## src/rtl/sg_pkg.sv

```systemverilog
package sg_pkg;
  typedef enum logic [2:0] {
    CZ_NONE     = 3'd0,
    CZ_UNDER    = 3'd1,
    CZ_OVER     = 3'd2,
    CZ_UNSTABLE = 3'd3,
    CZ_HOT      = 3'd4,
    CZ_CONFIG   = 3'd5
  } cause_e;

  // fault vector index order, also the trip priority (lower index wins)
  localparam int F_UNDER    = 0;
  localparam int F_OVER     = 1;
  localparam int F_UNSTABLE = 2;
  localparam int F_HOT      = 3;
  localparam int NFLT       = 4;
endpackage

```

## src/rtl/sg_window.sv

```systemverilog
module sg_window #(
  parameter int VW       = 16,
  parameter int TW       = 10,
  parameter int TEMP_LIM = 85,
  parameter int UV_MIN   = 7000,
  parameter int UV_MAX   = 30000,
  parameter int OV_MIN   = 8000,
  parameter int OV_MAX   = 33000
) (
  input  logic                 [VW-1:0] mv,
  input  logic signed          [TW-1:0] temp,
  input  logic                 [VW-1:0] uv_lim,
  input  logic                 [VW-1:0] ov_lim,
  output logic [sg_pkg::NFLT-1:0]       flt,
  output logic                          cfg_bad
);
  import sg_pkg::*;
  localparam logic        [VW-1:0] UVMN = VW'(UV_MIN);
  localparam logic        [VW-1:0] UVMX = VW'(UV_MAX);
  localparam logic        [VW-1:0] OVMN = VW'(OV_MIN);
  localparam logic        [VW-1:0] OVMX = VW'(OV_MAX);
  localparam logic signed [TW-1:0] HOT  = TW'(TEMP_LIM);

  logic below, above;

  always_comb begin
    below             = mv < uv_lim;
    above             = mv > ov_lim;
    flt[F_UNDER]      = below;
    flt[F_OVER]       = above;
    flt[F_UNSTABLE]   = below | above;
    flt[F_HOT]        = temp > HOT;
    cfg_bad = (uv_lim < UVMN) || (uv_lim > UVMX) ||
              (ov_lim < OVMN) || (ov_lim > OVMX) ||
              (uv_lim >= ov_lim);
  end
endmodule

```

## src/rtl/sg_persist.sv

```systemverilog
module sg_persist #(
  parameter int CW = 10
) (
  input  logic          clk,
  input  logic          rst,
  input  logic          tick,
  input  logic          flt,
  input  logic [CW-1:0] limit,
  output logic          hit
);
  logic [CW-1:0] cnt;
  logic [CW:0]   nxt;

  always_comb begin
    nxt = {1'b0, cnt} + 1'b1;
    hit = flt && tick && (nxt >= {1'b0, limit});
  end

  always_ff @(posedge clk) begin
    if (rst || !flt)
      cnt <= '0;
    else if (tick && (cnt < limit))
      cnt <= nxt[CW-1:0];
  end
endmodule

```

## src/rtl/sg_latch.sv

```systemverilog
module sg_latch (
  input  logic                    clk,
  input  logic                    rst,
  input  logic                    cfg_bad,
  input  logic [sg_pkg::NFLT-1:0] hit,
  output logic                    safe,
  output logic                    off_req,
  output logic [2:0]              cause
);
  import sg_pkg::*;
  cause_e pick;

  always_comb begin
    if (cfg_bad)                pick = CZ_CONFIG;
    else if (hit[F_UNDER])      pick = CZ_UNDER;
    else if (hit[F_OVER])       pick = CZ_OVER;
    else if (hit[F_UNSTABLE])   pick = CZ_UNSTABLE;
    else if (hit[F_HOT])        pick = CZ_HOT;
    else                        pick = CZ_NONE;
  end

  always_ff @(posedge clk) begin
    if (rst) begin
      safe    <= 1'b0;
      off_req <= 1'b0;
      cause   <= CZ_NONE;
    end else if (!safe && (pick != CZ_NONE)) begin
      safe    <= 1'b1;
      off_req <= 1'b1;
      cause   <= pick;
    end
  end
endmodule

```

## src/rtl/supply_guard.sv

```systemverilog
module supply_guard #(
  parameter int VW       = 16,
  parameter int TW       = 10,
  parameter int PW       = 11,
  parameter int PMIN     = 500,
  parameter int PMAX     = 1000,
  parameter int TEMP_LIM = 85,
  parameter int UV_MIN   = 7000,
  parameter int UV_MAX   = 30000,
  parameter int OV_MIN   = 8000,
  parameter int OV_MAX   = 33000
) (
  input  logic                 clk,
  input  logic                 rst,
  input  logic                 tick_i,
  input  logic [VW-1:0]        supply_mv_i,
  input  logic signed [TW-1:0] temp_c_i,
  input  logic [VW-1:0]        cfg_uv_mv,
  input  logic [VW-1:0]        cfg_ov_mv,
  input  logic [PW-1:0]        cfg_persist,
  output logic                 safe_o,
  output logic                 off_req_o,
  output logic [2:0]           cause_o
);
  import sg_pkg::*;
  localparam int CW = $clog2(PMAX + 1);
  localparam logic [PW-1:0] PLO = PW'(PMIN);
  localparam logic [PW-1:0] PHI = PW'(PMAX);

  logic [NFLT-1:0] flt, hit;
  logic            cfg_bad;
  logic [PW-1:0]   lim_w;
  logic [CW-1:0]   lim;

  always_comb begin
    if (cfg_persist < PLO)      lim_w = PLO;
    else if (cfg_persist > PHI) lim_w = PHI;
    else                        lim_w = cfg_persist;
    lim = lim_w[CW-1:0];
  end

  sg_window #(
    .VW(VW), .TW(TW), .TEMP_LIM(TEMP_LIM),
    .UV_MIN(UV_MIN), .UV_MAX(UV_MAX), .OV_MIN(OV_MIN), .OV_MAX(OV_MAX)
  ) u_win (
    .mv(supply_mv_i), .temp(temp_c_i), .uv_lim(cfg_uv_mv), .ov_lim(cfg_ov_mv),
    .flt(flt), .cfg_bad(cfg_bad)
  );

  for (genvar g = 0; g < NFLT; g++) begin : g_cnt
    sg_persist #(.CW(CW)) u_cnt (
      .clk(clk), .rst(rst), .tick(tick_i), .flt(flt[g]), .limit(lim), .hit(hit[g])
    );
  end

  sg_latch u_latch (
    .clk(clk), .rst(rst), .cfg_bad(cfg_bad), .hit(hit),
    .safe(safe_o), .off_req(off_req_o), .cause(cause_o)
  );
endmodule

```

## config.mk

```make
export PLATFORM = sky130hd
export DESIGN_NAME = supply_guard
export DESIGN_NICKNAME = d
export VERILOG_FILES = /design/src/rtl/sg_pkg.sv /design/src/rtl/sg_window.sv /design/src/rtl/sg_persist.sv /design/src/rtl/sg_latch.sv /design/src/rtl/supply_guard.sv
export SDC_FILE = /design/constraint.sdc
export NUM_CORES = 1
export LEC_CHECK = 0
export BUFFER_PORTS_ARGS = -buffer_cell sky130_fd_sc_hd__clkbuf_2
export CAP_MARGIN = 20
export CORE_MARGIN = 3
export CORE_UTILIZATION = 40
export CTS_BUF_LIST = sky130_fd_sc_hd__clkbuf_16
export CTS_CLUSTER_DIAMETER = 30
export DETAILED_ROUTE_END_ITERATION = 12
export PLACE_DENSITY = 0.64
export SLEW_MARGIN = 20
export SYNTH_ARGS = -nofsm -noshare
export SYNTH_HDL_FRONTEND = slang
export SYNTH_SLANG_ARGS = --single-unit
```

## constraint.sdc

```tcl
create_clock -name clk -period 5 [get_ports clk]
set_clock_uncertainty 0.1 [all_clocks]
set_input_delay 1 -clock clk [delete_from_list [all_inputs] [get_ports clk]]
set_output_delay 1 -clock clk [all_outputs]
set_load 0.005 [all_outputs]
```

After elaboration in Yosys (flattened, before gate mapping)
Index checks and enable logic that the tools add are counted.
W data, S select, Z words.
{ "word_totals": {"input_bits": 72, "reg_bits": 44, "output_inout_bits": 5, "elab_cells": 63} }
{ "classes": {"n_lt_le_gt_ge": 18, "reduce_logical": 27, "add_sub_neg": 4, "mux": 7, "bitwise_logic": 1} }
{ "ops": {"columns": ["cell", "count"], "rows": [
  ["$add A10 B1 Y11 const B", 4],
  ["$ge A11 B10 Y1", 4],
  ["$lt A10 B10 Y1", 4],
  ["$lt A16 B13 Y1 const B", 2],
  ["$mux W10", 2],
  ["$ge A16 B16 Y1", 1],
  ["$gt A16 B15 Y1 const B", 1],
  ["$gt A16 B16 Y1", 1],
  ["$gt A16 B16 Y1 const B", 1],
  ["$lt A16 B16 Y1", 1],
  ["$mux W3", 5],
  ["$logic_and A1 B1 Y1", 13],
  ["$gt A11 B10 Y1 const B", 1],
  ["$lt A11 B9 Y1 const B", 1],
  ["$gt A10 B8 Y1 const B", 1],
  ["$logic_or A1 B1 Y1", 8],
  ["$logic_not A1 Y1", 5],
  ["$reduce_bool A3 Y1", 1],
  ["$or A1 B1 Y1", 1]
]} }

Longest topological paths before layout
{ "logic_depth": {"ltp_word": 12, "depth_mapped": 14, "mapped_depth_nobuf": 14} }

Cells and area by module
Synthesis repeated with hierarchy kept, for this count alone.
{ "unflattened": {"cells_unflattened": 744, "area_unflattened_um2": 5975.7} }
{ "by_module_without_submodules": {"columns": ["module", "area_each_um2", "n_inst", "cells_each", "seq_area_each_um2"], "rows": [
  ["sg_persist", 1082.3, 4, 129, 200.2],
  ["sg_window", 1286.2, 1, 178, 0.0],
  ["sg_latch", 187.7, 1, 21, 80.1],
  ["supply_guard", 172.7, 1, 29, 0.0]
]} }

Worst setup path before layout
OpenSTA, ideal clock, no wires.
{ "synth_path": {"kind": "input to register", "from": "input port cfg_persist[2]", "to": "register u_latch.cause[2]", "stages": 13, "path_buffers": 0, "arrival_time_ps": 3746, "setup_time_ps": 117, "path_slack_ps": 1037, "required_ps": 4783, "cell_sequence": "o31ai_1 -> nand2b_1 -> a31oi_1 -> a21boi_0 -> ha_1 -> or3_1 -> o22ai_1 -> a21oi_1 -> nor4_1 -> nor4_1 -> or3b_1 -> a21oi_1 -> nor3_2"} }
{ "synth_between": {"elab_chain_cells": 12, "word_cells_on_any_way": 19, "classes_between": "6 x order compare; 7 x mux; 6 x reduce/logical"} }
{ "synth_rtl": {"columns": ["element", "line_no", "rtl"], "rows": [
  ["start: declaration", "supply_guard.sv:20", "input logic [PW-1:0] cfg_persist,"],
  ["$gt A11 B10 Y1", "supply_guard.sv:37", "else if (cfg_persist > PHI) lim_w = PHI;"],
  ["$mux W10", "supply_guard.sv:37", null],
  ["$mux W10 *", "supply_guard.sv:36", "if (cfg_persist < PLO) lim_w = PLO;"],
  ["$ge A11 B10 Y1", "sg_persist.sv:16", "hit = flt && tick && (nxt >= {1'b0, limit});"],
  ["$logic_and A1 B1 Y1", "sg_persist.sv:16", null],
  ["$mux W3", "sg_latch.sv:18", "else if (hit[F_HOT]) pick = CZ_HOT;"],
  ["$mux W3", "sg_latch.sv:17", "else if (hit[F_UNSTABLE]) pick = CZ_UNSTABLE;"],
  ["$mux W3", "sg_latch.sv:16", "else if (hit[F_OVER]) pick = CZ_OVER;"],
  ["$mux W3 *", "sg_latch.sv:15", "else if (hit[F_UNDER]) pick = CZ_UNDER;"],
  ["$mux W3 *", "sg_latch.sv:14", "if (cfg_bad) pick = CZ_CONFIG;"],
  ["$reduce_bool A3 Y1", "sg_latch.sv:27", "end else if (!safe && (pick != CZ_NONE)) begin"],
  ["$logic_and A1 B1 Y1", "sg_latch.sv:27", null],
  ["end signal: assignment", "sg_latch.sv:30", "cause <= pick;"],
  ["end: declaration", "sg_latch.sv:8", "output logic [2:0] cause"]
]} }
Mark *: on every way between the ends. The rest lies on a longest branch, timed or not.
A chain may end at the register's enable or synchronous reset.

Worst setup path in the final report
{ "layout_path": {"from": "input port cfg_persist[2]", "to": "register u_latch.cause[0]"} }
The elaborated chain is that of the path after synthesis.

==> results.yml <==
routing:
  routed_via_density: 5.699
  drt-initial-drc-count: 287
  ant_nets: 0
  first_pass_iters: 4
  wl_um: 14030
  route.detailed.drc: 0
  vias: 5249
  wire_per_inst_um: 15.23
yosys:
  synthArstFlopShare: 0
  ys_ff_latch: 44
  synth.area.top_cells: "ha_1 (27%), dfxtp_1 (16%), xnor2_1 (4.7%)"
  synth_top_area_frac: 0.2655
  syn_inst: 674
  yosys_warnings: 0
  yosys_most_used_dff: "dfxtp_1"
  synth.largest_area_cell: "ha_1"
  synth-edff-count: 0
  synth.distinct_cells: 65
  syn-cell-area_um2: 5420
  seq_area_frac_synth: 0.1625
  syn-num-nets: 861
  synth_area_per_cell_um2: 8.042
clocking:
  cts-root-buf: "clkbuf_16"
  ctsHoldBuffers: 0
  cts.sinks: 44
  clk_path_buf_depth: 2
  cts_buffers: 5
  htreeDepth: 2
  clock_latency_ns: 0.29
  cts_tree: "done"
  cts_resized: 0
  path_clk_slew_ns: 0.07
  post_cts_buffers: 0
cells_and_area:
  final_net_count: 935
  fillCellCount: 1288
  final_cell_mix: "ha_1 (115), clkbuf_2 (75), nor2_1 (50), a21oi_1 (47), inv_1 (45)"
  n_antenna_cell: 0
  area_delta_synth_final_pct: 13.00
  drive_gt1_frac: 0.1415
  final_util: 0.4738
  mostFrequentLayoutCell: "ha_1"
setup_path:
  worst-path-buf-inv: 1
  critical_path_required_ns: 5.12
  slowest_stage: "and3_1"
  worst_path_most_repeated_cell: "o31ai_1"
  critPathMaxFanout: 8
  path_class: "input pin to flip-flop"
  cp-end-kind: "flip-flop"
  crit_chain: "clkbuf_2 -> o31ai_1 -> nand2b_1 -> a31oi_1 -> and3_1 -> ha_1 -> a21bo_2 -> a211oi_1 -> maj3_1 -> o21bai_1 -> a41oi_1 -> o31ai_1 -> o211ai_1 -> o21ai_0"
  arrival_ns: 4.24
  crit_path_max_incr_delay_ns: 0.47
  startpoint_type: "input pin"
  crit_family: "compound AO/OA/AOI/OAI gates"
power:
  total_leakage_power_nw: 2.924
  p_int_mw: 0.6625
  vdd.ir_drop.worst_mv: 0.1212
  clkPwrFrac: 0.334
  swShare: 0.3222
  p_comb_frac: 0.291
  power_density_nw_per_um2: 159.6
  switchingPower_mw: 0.3149
  seqPwrFrac: 0.375
  power_mw: 0.9774
global_route:
  grt_max_degree: 19
  grt_pass1_vias: 5087
  grt-ovfl-total: 0
  grt_pass1_wl_um: 23460
  gr-usage-all-layers: 0.1895
  antenna_found_initial: 0
outcome:
  status: "finished clean"
sta:
  tightest_slew_ns: 0.8505
  period_share: 0.8257
  fin_setup_tns_ns: 0
  rsz0062_at_grt: "false"
  setup_viol: 0
  fmax_mhz: 242.2
  hold_viol_final: 0
  slew_headroom: 0.4303
  period_minus_slack_ns: 4.128
  layout_setup_ws_ns: 0.8716
  maxSlewViolCount: 0
placement:
  gp_congestion: 0.8813
  hpwl_um: 11320
  portBuffers: 75
  place_ws_ns: 0.5796
floorplan:
  fp.dieH_um: 122.4
  row_count: 41
  ios: 77
  start_util: 0.4193
  die_w_um: 122.4
  core-area_um2: 12930
  dieArea_um2: 14980
min_path:
  worst_hold_path_type: "flip-flop to flip-flop"
flow_run:
  max_cap_violations: 0
[worst min-delay path, cell delays in order, from the launching register on]
cell	delay [ns]
dfxtp_1	0.34
o21ai_0	0.08
a21oi_1	0.06
[synthesized netlist by cell type (7+ instances only)]
cell type,count
a21oi_1,47
xnor2_1,29
o21a_1,11
and3_1,8
clkbuf_1,8
or3_1,15
nand2b_1,11
inv_1,44
nor4_1,11
nor2_1,50
a211oi_1,8
nor3_1,20
a21o_1,16
nand2_1,34
nor2b_1,9
dfxtp_1,44
nand3_1,23
a31oi_1,7
nand4_1,14
o211ai_1,9
ha_1,115
xor2_1,19
o21ai_0,35
[flip-flops by register name, indices dropped and copies added, names as in the netlist]
name,count
g_cnt.u_cnt.cnt,40
u_latch.cause,3
u_latch.safe,1
[cell type report]
cell class / count / area (um^2) / share of cell area
multi-input cells: 572 / 4303 / 0.7026
flip-flops and latches: 44 / 880.8 / 0.1438
repair buffers: 81 / 420.4 / 0.06864
well taps: 172 / 215.2 / 0.03514
inverters: 44 / 165.2 / 0.02697
clock buffers: 5 / 125.1 / 0.02043
clock inverters: 3 / 15.01 / 0.002451
[path summary, 6_finish.rpt]
kind | start | to | slack [ns] | cells past startpoint
setup reg to reg | g_cnt[2].u_cnt.cnt[2]$_SDFFE_PP0P_ | u_latch.cause[2]$_SDFFE_PP0P_ | 1.61 | 13
hold / removal | g_cnt[2].u_cnt.cnt[1]$_SDFFE_PP0P_ | g_cnt[2].u_cnt.cnt[1]$_SDFFE_PP0P_ | 0.42 | 2
hold reg to reg | g_cnt[2].u_cnt.cnt[1]$_SDFFE_PP0P_ | g_cnt[2].u_cnt.cnt[1]$_SDFFE_PP0P_ | 0.42 | 2
setup / recovery | cfg_persist[2] | u_latch.cause[0]$_SDFFE_PP0P_ | 0.87 | 14
[power groups by stage]
stage	sequential [mW]	clock [mW]	combinational [mW]
floorplan	0.373	0	0.183
global placement	0.374	0	0.270
detailed placement	0.375	0	0.282
CTS	0.367	0.333	0.285
global route	0.368	0.347	0.325
finish	0.367	0.326	0.284
[cell families (layout without fill, tap and decap cells)]
family,Yosys count,in the layout,synth area share
AND/OR/NAND/NOR,221,221,0.2177
AO/OA/AOI/OAI,183,183,0.2237
adder cells (fa/ha/maj),117,117,0.2694
buffers and inverters,58,133,0.04363
XOR/XNOR,48,48,0.07756
flip-flops,44,44,0.1625
multiplexers,3,3,0.005540
[through the flow]
stage / instance area [um^2] / cells / hold slack (ns)
3_3_place_gp: 5984 / 913 / 0.4060
6_report: 6125 / 921 / 0.4212
4_1_cts: 6125 / 921 / 0.4260
3_5_place_dp: 5984 / 913 / 0.4170
2_1_floorplan: 5420 / 674 / 0.3826
5_1_grt: 6125 / 921 / 0.4553
[per-layer routing]
metal,track usage,wire [um],vias to the layer above
li1,-,-,2657
met4,0.04619,171,0
met3,0.02903,452,13
met2,0.3332,6982,106
met1,0.2429,6421,2473
met5,0,0,-
No activity file was read; power rests on OpenSTA's default activity.
